### config.mk
export PLATFORM = sky130hd
export DESIGN_NAME = job_ring
export DESIGN_NICKNAME = d
export VERILOG_FILES = /design/src/rtl/jring_pkg.sv /design/src/rtl/jring_admit.sv /design/src/rtl/jring_slot.sv /design/src/rtl/job_ring.sv
export SDC_FILE = /design/constraint.sdc
export NUM_CORES = 1
export LEC_CHECK = 0
export ABC_AREA = 1
export BUFFER_PORTS_ARGS = -buffer_cell sky130_fd_sc_hd__buf_4
export CAP_MARGIN = 20
export CELL_PAD_IN_SITES_DETAIL_PLACEMENT = 2
export CELL_PAD_IN_SITES_GLOBAL_PLACEMENT = 2
export CORE_AREA = 2 2 414 416
export DETAILED_ROUTE_END_ITERATION = 10
export DIE_AREA = 0 0 416 418
export HOLD_SLACK_MARGIN = 0.08
export PLACE_DENSITY_LB_ADDON = 0.1
export RECOVER_POWER = 50
export SETUP_SLACK_MARGIN = 0.5
export SLEW_MARGIN = 20
export SYNTH_ARGS = -nofsm -noshare
export SYNTH_HDL_FRONTEND = slang
export SYNTH_SLANG_ARGS = --single-unit
### constraint.sdc
create_clock -name clk -period 5.7 [get_ports clk]
set_clock_uncertainty 0.1 [all_clocks]
set_input_delay 1.14 -clock clk [delete_from_list [all_inputs] [get_ports clk]]
set_output_delay 1.14 -clock clk [all_outputs]
set_load 0.005 [all_outputs]
### src/rtl/jring_pkg.sv
package jring_pkg;

   // Where the head slot takes its next content from
   typedef enum logic [1:0] {
      HEAD_IDLE = 2'd0,
      HEAD_WRAP = 2'd1,
      HEAD_NEW  = 2'd2
   } head_src_e;

   // Index of the slot after slot i in a ring of n slots
   function automatic int unsigned ring_next(input int unsigned i, input int unsigned n);
      return (i == n - 1) ? 0 : i + 1;
   endfunction

endpackage

### src/rtl/jring_admit.sv
module jring_admit
   import jring_pkg::*;
#(
   parameter int JOB_W       = 32,
   parameter bit EARLY_ADMIT = 1'b1
) (
   input  logic             tail_vld,
   input  logic             tail_rdy,
   input  logic [JOB_W-1:0] tail_data,
   input  logic             in_valid,
   input  logic [JOB_W-1:0] in_data,
   output logic             in_ready,
   output logic             head_vld,
   output logic [JOB_W-1:0] head_data
);

   logic      wrap;
   head_src_e src;

   // a tail job that its worker refuses must come back to the head
   assign wrap = tail_vld & ~tail_rdy;

   generate
      if (EARLY_ADMIT) begin : g_early
         // head is free whenever nothing wraps, even while the tail job exits
         assign in_ready = ~wrap;
      end else begin : g_strict
         // head is offered only when the tail slot is empty; no ready at all
         assign in_ready = ~tail_vld;
      end
   endgenerate

   always_comb begin
      if (wrap)                     src = HEAD_WRAP;
      else if (in_valid && in_ready) src = HEAD_NEW;
      else                          src = HEAD_IDLE;
   end

   always_comb begin
      unique case (src)
         HEAD_WRAP: begin
            head_vld  = 1'b1;
            head_data = tail_data;
         end
         HEAD_NEW: begin
            head_vld  = 1'b1;
            head_data = in_data;
         end
         default: begin
            head_vld  = 1'b0;
            head_data = in_data;
         end
      endcase
   end

endmodule

### src/rtl/jring_slot.sv
module jring_slot #(
   parameter int JOB_W = 32
) (
   input  logic             clk,
   input  logic             rst,
   input  logic             up_vld,
   input  logic [JOB_W-1:0] up_data,
   input  logic             wk_rdy,
   output logic             vld,
   output logic [JOB_W-1:0] data,
   output logic             pass_vld
);

   // every occupied slot empties each cycle: into its worker or onwards,
   // so the next content is only what arrives from the predecessor
   always_ff @(posedge clk) begin
      if (rst) vld <= 1'b0;
      else     vld <= up_vld;
   end

   always_ff @(posedge clk) begin
      if (up_vld) data <= up_data;
   end

   assign pass_vld = vld & ~wk_rdy;

endmodule

### src/rtl/job_ring.sv
module job_ring
   import jring_pkg::*;
#(
   parameter int NUM_SLOTS   = 30,
   parameter int JOB_W       = 32,
   parameter bit EARLY_ADMIT = 1'b1
) (
   input  logic                       clk,
   input  logic                       rst,
   input  logic                       in_valid,
   input  logic [JOB_W-1:0]           in_data,
   output logic                       in_ready,
   output logic [NUM_SLOTS-1:0]       wk_valid,
   output logic [NUM_SLOTS*JOB_W-1:0] wk_data,
   input  logic [NUM_SLOTS-1:0]       wk_ready
);

   localparam int TAIL = NUM_SLOTS - 1;

   generate
      if (NUM_SLOTS < 2) begin : g_bad_slots
         $error("job_ring: NUM_SLOTS must be at least 2");
      end
      if (JOB_W < 1) begin : g_bad_width
         $error("job_ring: JOB_W must be at least 1");
      end
   endgenerate

   logic [NUM_SLOTS-1:0] slot_vld;
   logic [NUM_SLOTS-1:0] slot_pass;
   logic [JOB_W-1:0]     slot_data [NUM_SLOTS];
   logic [JOB_W-1:0]     up_data   [NUM_SLOTS];
   logic [NUM_SLOTS-1:0] up_vld;
   logic                 head_vld;
   logic [JOB_W-1:0]     head_data;

   jring_admit #(
      .JOB_W       (JOB_W),
      .EARLY_ADMIT (EARLY_ADMIT)
   ) u_admit (
      .tail_vld  (slot_vld[TAIL]),
      .tail_rdy  (wk_ready[TAIL]),
      .tail_data (slot_data[TAIL]),
      .in_valid  (in_valid),
      .in_data   (in_data),
      .in_ready  (in_ready),
      .head_vld  (head_vld),
      .head_data (head_data)
   );

   genvar gi;
   generate
      for (gi = 0; gi < NUM_SLOTS; gi++) begin : g_slot
         localparam int unsigned NXT = ring_next(gi, NUM_SLOTS);

         if (gi == 0) begin : g_head
            assign up_vld[gi]  = head_vld;
            assign up_data[gi] = head_data;
         end else begin : g_body
            assign up_vld[gi]  = slot_pass[gi-1];
            assign up_data[gi] = slot_data[gi-1];
         end

         jring_slot #(
            .JOB_W (JOB_W)
         ) u_slot (
            .clk      (clk),
            .rst      (rst),
            .up_vld   (up_vld[gi]),
            .up_data  (up_data[gi]),
            .wk_rdy   (wk_ready[gi]),
            .vld      (slot_vld[gi]),
            .data     (slot_data[gi]),
            .pass_vld (slot_pass[gi])
         );

         assign wk_valid[gi]                = slot_vld[gi];
         assign wk_data[gi*JOB_W +: JOB_W] = slot_data[gi];

         if (NXT >= NUM_SLOTS) begin : g_bad_next
            $error("job_ring: ring successor out of range");
         end
      end
   endgenerate

endmodule

Word-level counts from Yosys, hierarchy flattened

Index checks and enable logic that the tools add are counted.

Word-level logic and storage cells: 129
Output and inout bits: 991
Bits in registers: 990
Input port bits: 65

Bitwise logic cells: 61
Equal/unequal tests: 2
Reduce and logical (&&, ||, !) cells: 2
Mux-type cells: 4

Operators by type and width:

| cell                 | number |
|---|---|
| $mux W32             | 1 |
| $not A1 Y1           | 31 |
| $and A1 B1 Y1        | 30 |
| $mux W2              | 2 |
| $eq A2 B1 Y1 const B | 1 |
| $eq A2 B2 Y1 const B | 1 |
| $reduce_or A2 Y1     | 1 |
| $logic_and A1 B1 Y1  | 1 |
| $mux W1              | 1 |

Longest topological paths before layout

Gate-level depths: netlist of run 1.

Word-level depth: 9
Depth in mapped cells: 5
Depth with buffers taken out: 4

Cells and area by module

Synthesis of run 1 repeated with hierarchy kept, for this count alone.

Cells, all modules: 1,220
Area total of the unflattened synthesis: 30,569.3 um2

Modules (own cells, without submodules):

| module      | area each (um2) | cells each | times used | sequential area each (um2) |
|---|---|---|---|---|
| jring_slot  | 1,001.0         | 37         | 30         | 980.9 |
| jring_admit | 540.5           | 110        | 1          | 0.0 |

Least setup slack after synthesis of run 1

Ideal clock, no wire load.

Kind: input port to flip-flop
Start point: in wk_ready[9]
End point: reg g_slot[10].u_slot.data[0] (enable)
Library setup time: 422 ps
Path buffers: 0
Stages: 1
Data arrival time: 2,502 ps
Slack: 2,677 ps
Required time: 5,178 ps
Cells stage by stage: nor2_1

Longest elaborated chain between the ends: 2

RTL lines:

| item                   | RTL line         | RTL |
|---|---|---|
| start: declaration     | job_ring.sv:15   | `input logic [NUM_SLOTS-1:0] wk_ready` |
| $not A1 Y1             | jring_slot.sv:25 | `assign pass_vld = vld & ~wk_rdy;` |
| $and A1 B1 Y1          | jring_slot.sv:25 |  |
| end signal: assignment | jring_slot.sv:22 | `if (up_vld) data <= up_data;` |
| end: declaration       | jring_slot.sv:10 | `output logic [JOB_W-1:0] data,` |

No other way between the ends.
A chain may end at the register's enable or synchronous reset.

Worst setup path in the final report of run 1

Start point: in wk_ready[29]
End point: out in_ready

Longest elaborated chain between the ends: 3

RTL lines:

| item             | RTL line          | RTL |
|---|---|---|
| $not A1 Y1       | -                 |  |
| $and A1 B1 Y1    | -                 |  |
| $not A1 Y1       | jring_admit.sv:26 | `assign in_ready = ~wrap;` |
| end: declaration | job_ring.sv:12    | `output logic in_ready,` |

No other way between the ends.

==> key figures, run 1 <==
Detailed routing
  – Number of remaining DRC errors: 0
  – Post-DRT Antenna Nets: 0
  – First drt pass iteration count: 8
  – WL/cell: roughly 32 µm
  – DR vias/cell: between 3 and 4
  – Vias post-DR: around 17,000
  – Iter 0 DRT Violations: 965
  – Total Wirelength: between 150,000 and 200,000 µm

Status
  – Failing checks: capacitance limit, slew limit
  – Status: finished, violations left

Critical path
  – CP Class: in -> out
  – Setup crit end kind: output port
  – CP required: ~4.5 ns
  – Reg2Reg Setup Slack: 2.61 ns
  – Worst R2R Path Depth: 3
  – Worst Setup Start Kind: input port
  – Crit path DAT: 1.97 ns
  – CP Max Fanout: 35

Place
  – Port bufs: between 1,000 and 1,500
  – Hpwl dp: roughly 120,000 µm
  – Gpl congestion: about 0.82
  – Dpl cell area: a little over 40,000 µm²

STA
  – Finish-stage setup viols: 0
  – Max Slew Vio Count: about 750
  – Fin crit share: approximately 56%
  – Worst hold margin: around 0.34 ns
  – Rel. slew slack: -85.67%
  – Hold Fails Final Rpt: 0
  – Final Critical Period: roughly 3.2 ns
  – Worst-margin pin slew: approximately 2.8 ns
  – Fmax: between 0.3 and 0.4 GHz
  – RSZ-0062 raised after global routing: no
  – Total negative slack: 0 ns

Cells and area
  – Most frequent cells in the layout: 1,037 x buf_4, 960 x edfxtp_1, 117 x clkbuf_16, 96 x nand2_1, 60 x clkbuf_1
  – Commonest non-fill, non-tap cell in the layout: buf_4
  – Area delta synth->final: 47.74%
  – Final Cell Area: approximately 45,000 µm²
  – Fin nets: 2,450
  – Share of layout cells above drive strength 1: about half

Synth
  – Mapped Area: slightly above 30,000 µm²
  – Simple-gate area share of the yosys netlist: 2.085%
  – Mean Syn Cell Area: 25.01 µm²
  – Post-synthesis register bit count: 990
  – Synth Area in Compound Gates: less than 1%
  – Post-Synth Adder-Cell Area: 0%
  – Syn nets: around 1,300
  – Largest family of logic cells by synthesized area: simple AND/OR/NAND/NOR gates
  – Synth cell types: 13
  – Sequential cell area fraction in the yosys report: a little over nine tenths
  – Post-synthesis mux area share: 0%
  – Warnings from Yosys: 0
  – Cells after Synth: 1,219
  – Post-Synth XOR/XNOR Area: 0%

GRT
  – Vias in the first global route: about 18,000
  – Total GRT Usage: 16.66%
  – Initial antenna violation count: 10
  – Grt total ovfl: 0
  – Pin count of the biggest net entering global routing: 36
  – First-pass GRT wire length: around 190,000 µm

Power and ir drop
  – Leakage power: roughly 16 nW
  – Net Sw Frac: between 20% and 30%
  – Share of power burned in registers: 50.9%
  – Internal power: about 12 mW
  – Clock share of power: 48.3%
  – Comb power frac: less than 1%
  – P_sw: 3.300 mW
  – PD cells: between 300 and 400 nW/µm²
  – VDD IR max: between 0.2 and 0.25 mV

Floorplan
  – Core area: 169,100 µm²
  – Die W: about 420 µm
  – I/O pins: 1,056
  – Initial Util: approximately 18%
  – Number of core rows: 151
  – Die height: 418 µm
  – Die area: 173,900 µm²

Clocking
  – CTS buffer count: ~120
  – Post-CTS Hold Buffers: 0
  – CTS max path bufs: 3
  – Cts repair resizes: 0
  – Clock root cell: clkbuf_16
  – Clk_lat worst skew: between 0.7 and 0.8 ns
  – Setup repair bufs after CTS: 0
  – CTS sink cnt: 990
  – Clk slew on worst S/H paths: 0.06 ns
  – CTS tree: yes
  – H-tree depth: 3

Min path
  – Hold depth: 0
  – Min-delay worst type: reg -> reg

Job
  – Number of max-cap violations: 27
-- state kept, by name, indices dropped and copies added (netlist names) --
signal / flops
g_slot.u_slot.data: 960
g_slot.u_slot.vld: 30
-- cell type report --
cell class / instances / area (µm²)
Clock buffer: 157 / 3168
Inverter: 32 / 120.1
Tap cell: 2218 / 2775
Sequential cell: 990 / 29430
Clock inverter: 64 / 649.4
Fill cell: 17650 / 124100
Multi-Input combinational cell: 158 / 708.2
Antenna cell: 7 / 17.52
Timing Repair Buffer: 1086 / 8174
-- critical path, cell delays in order --
cell	delay [ns]
buf_4	0.10
inv_2	0.04
nand2_2	0.05
buf_4	0.41
buf_4	0.20
-- power by group through the flow --
| stage | logic [mW] | registers [mW] | clock network [mW] |
|---|---|---|---|
| global placement | 0.126 | 8.08 | 0 |
| global route | 0.128 | 7.93 | 8.06 |
| floorplan | 0.0217 | 8.06 | 0 |
| CTS | 0.128 | 7.93 | 7.83 |
| finish | 0.119 | 7.93 | 7.53 |
| detailed placement | 0.128 | 8.08 | 0 |
-- metrics by stage --
stage	worst slack (ns)	cells	utilization, %	total power, mW
6_report	2.487	4712	26.64	15.58
5_1_grt	2.374	4708	26.63	16.11
4_1_cts	2.463	4703	26.76	15.88
3_5_place_dp	2.469	4482	24.51	8.207
3_3_place_gp	2.454	4474	24.40	8.206
2_1_floorplan	2.677	1219	-	8.083
-- logic make-up (layout without fill, tap and decap cells) --
family,after synthesis,in the layout
buffers and inverters,71,1339
AND/OR/NAND/NOR,157,157
other,0,7
AO/OA/AOI/OAI,1,1
flip-flops,990,990
-- routing by layer --
metal / GRT usage (%) / vias to the layer above / part of all wire, %
met2: 30.65 / 749 / 53
met3: 6.485 / 182 / 9.1
met5: 0 / - / 0
met4: 5.294 / 0 / 3.2
li1: - / 7053 / -
met1: 17.25 / 9005 / 34
-- cell usage after synthesis --
cell | count | area (µm²)
nand2_2 | 1 | 6.260
buf_6 | 3 | 33.78
buf_2 | 3 | 15.01
a21oi_1 | 1 | 5.000
inv_2 | 1 | 3.750
inv_1 | 31 | 116.4
edfxtp_1 | 960 | 28830
nand2_1 | 97 | 364.1
dfxtp_1 | 30 | 600.6
buf_4 | 33 | 247.7
nor2_1 | 29 | 108.9
nor3_1 | 29 | 145.1
nor2_4 | 1 | 11.26
-- worst paths after layout --
kind                               from                         end
max                        wk_ready[29]                    in_ready
min          g_slot[26].u_slot.data[28]  g_slot[27].u_slot.data[28]
max reg2reg       g_slot[22].u_slot.vld  g_slot[23].u_slot.data[26]
min reg2reg  g_slot[26].u_slot.data[28]  g_slot[27].u_slot.data[28]
Note: power is estimated with default switching activity, not from simulation.
==> run 2, diff against run 1 <==
--- a/config.mk
+++ b/config.mk
@@ -5,14 +5,14 @@
 export SDC_FILE = /design/constraint.sdc
 export NUM_CORES = 1
 export LEC_CHECK = 0
-export ABC_AREA = 1
+export ABC_AREA = 0
 export BUFFER_PORTS_ARGS = -buffer_cell sky130_fd_sc_hd__buf_4
 export CAP_MARGIN = 20
 export CELL_PAD_IN_SITES_DETAIL_PLACEMENT = 2
 export CELL_PAD_IN_SITES_GLOBAL_PLACEMENT = 2
-export CORE_AREA = 2 2 414 416
+export CORE_AREA = 2 2 407 409
 export DETAILED_ROUTE_END_ITERATION = 10
-export DIE_AREA = 0 0 416 418
+export DIE_AREA = 0 0 409 411
 export HOLD_SLACK_MARGIN = 0.08
 export PLACE_DENSITY_LB_ADDON = 0.1
 export RECOVER_POWER = 50
==> constraint.sdc (replaced) <==
create_clock -name clk -period 3.06 [get_ports clk]
set_clock_uncertainty 0.1 [all_clocks]
set_input_delay 0.612 -clock clk [delete_from_list [all_inputs] [get_ports clk]]
set_output_delay 0.612 -clock clk [all_outputs]
set_load 0.005 [all_outputs]
==> run 2 against run 1 <==
Compared with the run above:
- the flow still finishes with violations (capacitance limit, slew limit)
- worst hold slack worse by 0.15 ns
- die area is 3.3% lower
- routed wire length down 2.3%
- synthesized cell count down 8.0%
- design area up 0.81%
- setup slack worse by 1.8 ns
- critical endpoint is now wk_data[936]
==> key figures, run 2 <==
Floorplan
  – Number of core rows: 149
  – Die W: around 400 µm
  – Initial Util: between 10% and 20%
  – Die height: just over 400 µm
  – I/O pins: about 1,100
  – Die area: between 150,000 and 200,000 µm²
  – Core area: ~160,000 µm²

Detailed routing
  – Post-DRT Antenna Nets: 0
  – First drt pass iteration count: 4
  – Vias post-DR: 16,660
  – DR vias/cell: about 3.6
  – Total Wirelength: roughly 150,000 µm
  – WL/cell: 31.68 µm
  – Number of remaining DRC errors: 0
  – Iter 0 DRT Violations: approximately 1,000

Place
  – Dpl cell area: 41,460 µm²
  – Hpwl dp: roughly 110,000 µm
  – Setup WS pre-CTS: approximately 0.6 ns
  – Gpl congestion: roughly 0.80
  – Port bufs: between 1,000 and 1,500

STA
  – Rel. slew slack: -13.45%
  – RSZ-0062 raised after global routing: no
  – Hold Fails Final Rpt: 0
  – Fin crit share: between 70% and 80%
  – Final WS setup: 0.7076 ns
  – Worst-margin pin slew: 1.698 ns
  – Fmax: 0.4251 GHz
  – Worst hold margin: around 0.19 ns
  – Max Slew Vio Count: 12
  – Final Critical Period: 2.352 ns
  – Total negative slack: 0 ns
  – Finish-stage setup viols: 0

Clocking
  – Clock root cell: clkbuf_16
  – CTS sink cnt: 990
  – CTS tree: yes
  – Clk slew on worst S/H paths: roughly 0.060 ns
  – CTS max path bufs: 3
  – H-tree depth: 3
  – Clk_lat worst skew: around 0.74 ns
  – Cts repair resizes: 0
  – CTS buffer count: between 100 and 150

Synth
  – Mapped Area: a little over 30,000 µm²
  – EDFF count, synth: 960
  – Synth top cells by count: 960 x edfxtp_1, 58 x nor2b_1, 30 x buf_4, 30 x dfxtp_1, 29 x mux2_4
  – Post-synthesis register bit count: around 1,000
  – Post-synth top flop: edfxtp_1
  – Top cell type's share of synthesized area: a little over nine tenths
  – Mean Syn Cell Area: ~27 µm²
  – Ys async rst share: 0%
  – Most frequent cell after synthesis: edfxtp_1
  – Cells after Synth: approximately 1,100
  – Most area-consuming cells after synthesis: edfxtp_1 94%, dfxtp_1 2.0%, mux2_4 1.4%, nor2b_1 1.2%, buf_4 0.74%
  – Sequential cell area fraction in the yosys report: a little over nine tenths
  – Post-synth top area cell: edfxtp_1
  – Syn nets: 1,187
  – Synth cell types: 13
  – Warnings from Yosys: 0

Critical path
  – Buffer and inverter count on the worst path: 1
  – CP Class: reg -> out
  – CP delay by family, top: flip-flops
  – Critical Path, Cell by Cell: buf_4
  – Worst Setup Start Kind: flip-flop
  – Setup crit end kind: output port
  – CP required: around 2.4 ns
  – CP peak stage delay: around 0.7 ns
  – Crit path DAT: about 1.6 ns
  – Crit-path slowest cell: edfxtp_1
  – CP Max Fanout: 2

Cells and area
  – Fin nets: ~2,400
  – Final Cell Area: between 40,000 and 50,000 µm²
  – Top Registers: g_slot.u_slot.data (960), g_slot.u_slot.vld (30)
  – Most frequent cells in the layout: 1,056 x buf_4, 960 x edfxtp_1, 118 x clkbuf_16, 42 x nor2b_1, 40 x clkbuf_1
  – Area delta synth->final: 48.39%
  – Largest Register: g_slot.u_slot.data
  – Share of layout cells above drive strength 1: between 50% and 60%
  – Number of flip-flops in the largest register: 960
  – Commonest non-fill, non-tap cell in the layout: buf_4

Job
  – Number of max-cap violations: 1

GRT
  – Initial antenna violation count: 42
  – Grt total ovfl: 0
  – Vias in the first global route: between 15,000 and 20,000
  – Pin count of the biggest net entering global routing: 34
  – Total GRT Usage: approximately 17%
  – First-pass GRT wire length: between 150,000 and 200,000 µm

Power and ir drop
  – VDD IR max: between 0.4 and 0.5 mV
  – PD cells: around 640 nW/µm²
  – Leakage power: about 16 nW
  – Final Power: a little under 30 mW

Status
  – Status: finished, violations left
  – Failing checks: capacitance limit, slew limit

Min path
  – Min-delay worst type: in -> reg
[run 2: cell count changes in the layout (fill, tap and decap cells not counted), moves of 25 or more]
cell,before,now
inv_1,31,2
clkbuf_2,0,25
dlygate4sd3_1,0,34
nand2_1,96,0
nor3_1,28,0
nor2b_1,0,42
[run 2: final cells by class]
cell class | instances | area (µm²)
multi-input cells | 93 | 892.1
clock inverters | 59 | 610.6
flip-flops and latches | 990 | 29430
repair buffers | 1121 | 8497
well taps | 2189 | 2739
clock buffers | 165 | 3209
fillers | 16930 | 118500
diodes | 9 | 22.52
inverters | 2 | 7.507
[run 2: kinds of logic after synthesis]
| kind of cell | after synthesis | share of synthesized area (%) |
|---|---|---|
| AO/OA/AOI/OAI | 1 | 0.01634 |
| buffers and inverters | 39 | 1.030 |
| flip-flops | 990 | 96.18 |
| multiplexers | 32 | 1.533 |
| AND/OR/NAND/NOR | 60 | 1.243 |
[run 2: layer usage]
layer | routed length, µm | up-vias | global-route usage, %
li1 | - | 6897 | -
met1 | 55010 | 8724 | 18.89
met2 | 72580 | 843 | 28.75
met3 | 14670 | 183 | 7.359
met4 | 4239 | 16 | 4.842
met5 | 95 | - | 0
[run 2: where the power goes]
part           total [mW]  internal (mW)  leakage [nW]  switching, mW
clock                14.0           8.15          1.86           5.85
combinational       0.257          0.148          5.72          0.109
sequential           14.8           14.7          8.90         0.0904
[run 2: what timing repair did]
action / in CTS / in global routing
buffers inserted: 1 / 0
hold endpoints to repair: 33 / 0
hold buffers: 34 / 0
endpoints found under the setup margin: 1 / 0
[run 2: path summary, 6_finish.rpt]
kind                                                 from                         to  slack [ns]  depth (start not counted)
worst max register to register      g_slot[15].u_slot.vld  g_slot[16].u_slot.data[5]        0.71                          2
worst min-delay path                          wk_ready[2]  g_slot[3].u_slot.data[20]        0.19                          2
worst max-delay path            g_slot[29].u_slot.data[8]               wk_data[936]        0.71                          1
worst min register to register  g_slot[6].u_slot.data[13]  g_slot[7].u_slot.data[13]        0.35                          0
[run 2: per-stage QoR]
step,util [%],cells
2_1_floorplan,-,1122
3_3_place_gp,25.30,4360
3_5_place_dp,25.30,4360
4_1_cts,27.85,4619
5_1_grt,27.69,4619
6_report,27.71,4628
==> run 3, diff against run 2 <==
--- a/config.mk
+++ b/config.mk
@@ -10,9 +10,9 @@
 export CAP_MARGIN = 20
 export CELL_PAD_IN_SITES_DETAIL_PLACEMENT = 2
 export CELL_PAD_IN_SITES_GLOBAL_PLACEMENT = 2
-export CORE_AREA = 2 2 407 409
+export CORE_AREA = 2 2 413 415
 export DETAILED_ROUTE_END_ITERATION = 10
-export DIE_AREA = 0 0 409 411
+export DIE_AREA = 0 0 415 417
 export HOLD_SLACK_MARGIN = 0.08
 export PLACE_DENSITY_LB_ADDON = 0.1
 export RECOVER_POWER = 50
==> constraint.sdc (replaced) <==
create_clock -name clk -period 2 [get_ports clk]
set_clock_uncertainty 0.1 [all_clocks]
set_input_delay 0.4 -clock clk [delete_from_list [all_inputs] [get_ports clk]]
set_output_delay 0.4 -clock clk [all_outputs]
set_load 0.005 [all_outputs]
==> run 3 against run 2 <==
Compared with the run above:
- the flow now finishes without violations
- core utilization rose by 3.4 points
- sequential power rose by 53%
- cell count rose by 13%
- critical path depth did not move
- sequential share of layout area fell by 8.7 points
==> key figures, run 3 (synthesis results as in run 2) <==
Status
  – Status: completed

Clocking
  – Clk_lat worst skew: 0.74 ns
  – Clk slew on worst S/H paths: 0.06 ns
  – CTS tree: yes
  – CTS sink cnt: a little under 1,000
  – H-tree depth: 3
  – Post-CTS Hold Buffers: 63
  – CTS buffer count: around 120
  – Clock root cell: clkbuf_16
  – CTS max path bufs: 3

Critical path
  – Crit-path slowest cell: edfxtp_1
  – Reg2Reg Setup Slack: about 0.027 ns
  – Critical Path, Cell by Cell: buf_6
  – Buffer and inverter count on the worst path: 1
  – Levels on crit path: 1
  – Worst setup path end: wk_data[29]
  – RR Startpoint: g_slot[1].u_slot.vld
  – CP Max Fanout: 2
  – CP Class: reg -> out
  – Critical path startpoint: g_slot[0].u_slot.data[29]
  – CP required: 1.50 ns
  – CP delay by family, top: flip-flops
  – Worst R2R Path Depth: 2
  – Crit path DAT: about 1.5 ns
  – FF-to-FF End: g_slot[2].u_slot.data[18]
  – CP peak stage delay: around 0.54 ns
  – Worst Setup Start Kind: flip-flop
  – Setup crit end kind: output port

STA
  – Rel. slew slack: around a fifth
  – Max Slew Vio Count: 0
  – Worst-margin pin slew: 1.199 ns
  – Fin crit share: just under 100%
  – Fmax: 0.5068 GHz
  – Hold Fails Final Rpt: 0
  – Total negative slack: 0 ns
  – Finish-stage setup viols: 0
  – Final Critical Period: just under 2 ns
  – RSZ-0062 raised after global routing: yes

GRT
  – Initial antenna violation count: 8
  – Total GRT Usage: roughly 16%
  – Grt total ovfl: 0
  – Vias in the first global route: 19,410
  – Pin count of the biggest net entering global routing: 34
  – First-pass GRT wire length: 190,900 µm

Cells and area
  – Top Registers: g_slot.u_slot.data (960), g_slot.u_slot.vld (30)
  – Non-filler instance count after layout: approximately 5,200
  – Largest Register: g_slot.u_slot.data
  – Fin nets: 2,974
  – Commonest non-fill, non-tap cell in the layout: edfxtp_1
  – Share of layout cells above drive strength 1: 59.59%
  – Number of flip-flops in the largest register: 960
  – Area delta synth->final: 71.36%
  – Filler cells: around 17,000
  – Most frequent cells in the layout: 960 x edfxtp_1, 702 x buf_6, 489 x buf_4, 352 x clkbuf_4, 120 x clkbuf_16

Power and ir drop
  – Clock share of power: between 40 and 50%
  – P_sw: 9.466 mW
  – Final Power: 45.18 mW
  – Share of power burned in registers: between 40% and 50%
  – Leakage power: 19.89 nW
  – Internal power: 35.71 mW
  – Net Sw Frac: 20.95%
  – Comb power frac: roughly 1.4%
  – PD cells: around 860 nW/µm²
  – VDD IR max: 0.6851 mV

Floorplan
  – I/O pins: between 1,000 and 1,500
  – Initial Util: between 15 and 20%
  – Die height: between 400 and 500 µm
  – Core area: around 170,000 µm²
  – Die area: 173,100 µm²
  – Number of core rows: 151
  – Die W: 415 µm

Place
  – Port bufs: ~1,100
  – Gpl congestion: a little over 0.8
  – Hpwl dp: 113,900 µm
  – Placed insts: between 4,000 and 5,000

Detailed routing
  – Number of remaining DRC errors: 0
  – Total Wirelength: around 150,000 µm
  – Iter 0 DRT Violations: 955
  – First drt pass iteration count: 4
  – WL/cell: about 29 µm
  – Post-DRT Antenna Nets: 0
  – Vias post-DR: ~19,000
  – DR vias/cell: between 3 and 4

Min path
  – Min-delay worst type: in -> reg

Job
  – Number of max-cap violations: 0
==> run 3: cell types whose count changed in the layout (fill, tap and decap cells not counted), sizes merged <==
cell,before,now
buf,1061,1200
bufinv,10,12
clkbuf,191,600
clkinvlp,3,6
diode,9,2
dlygate4sd3,34,63
inv,5,7
==> run 3: worst min-delay path: cells and delay by family <==
family / cells / cell delay [ns]
buffers and inverters: 3 / 0.27
AOI/OAI and AO/OA: 1 / 0.07
and+or+nand+nor: 1 / 0.05
==> run 3: how the worst min path moves through the flow <==
stage                            endpoint  cells past startpoint                        from
2_1_floorplan   g_slot[10].u_slot.data[0]                      0    g_slot[9].u_slot.data[0]
3_3_place_gp    g_slot[28].u_slot.data[0]                      0   g_slot[27].u_slot.data[0]
3_5_place_dp   g_slot[17].u_slot.data[30]                      0  g_slot[16].u_slot.data[30]
4_1_cts              g_slot[0].u_slot.vld                      5                wk_ready[29]
5_1_grt              g_slot[0].u_slot.vld                      5                wk_ready[29]
6_report             g_slot[0].u_slot.vld                      5                wk_ready[29]
==> run 3: what timing repair did <==
action	in CTS	in global routing
endpoints found under the setup margin	1044	1022
setup buffers	311	241
endpoints found under the hold margin	1000	1
resized for setup	417	292
==> run 3: through the flow <==
stage          instance area, µm²  hold WS [ns]  setup WS (ns)  utilization, %
2_1_floorplan               30830        0.3521         0.5011               -
5_1_grt                     52430      -0.05443       -0.06840           31.11
3_3_place_gp                41840        0.3364         0.3122           24.83
4_1_cts                     50290      -0.07730       -0.06911           29.84
6_report                    52430       0.01255        0.02680           31.11
3_5_place_dp                41840        0.3380         0.2832           24.83
==> run 3: power by group through the flow <==
| stage | Sequential [mW] | Clock [mW] | Combinational (mW) |
|---|---|---|---|
| 2_1_floorplan | 23.0 | 0 | 0.0813 |
| 3_3_place_gp | 23.1 | 0 | 0.358 |
| 3_5_place_dp | 23.1 | 0 | 0.361 |
| 4_1_cts | 22.6 | 22.8 | 0.693 |
| 5_1_grt | 22.6 | 23.5 | 0.689 |
| 6_report | 22.6 | 22.0 | 0.653 |
==> run 3: layer usage <==
layer	track usage, %	part of all wire [%]
met5	0	0
met4	3.569	2.3
met3	5.408	7.2
met2	31.06	55
met1	17.65	36
==> run 3: final cells by class <==
| class | instances | area, µm² | share of cell area, % |
|---|---|---|---|
| multi-input cells | 93 | 935.9 | 1.785 |
| inverters | 2 | 10.01 | 0.01909 |
| flip-flops and latches | 990 | 29430 | 56.14 |
| clock inverters | 66 | 699.4 | 1.334 |
| clock buffers | 160 | 3223 | 6.147 |
| diodes | 2 | 5.005 | 0.009545 |
| well taps | 2218 | 2775 | 5.293 |
| repair buffers | 1703 | 15350 | 29.28 |
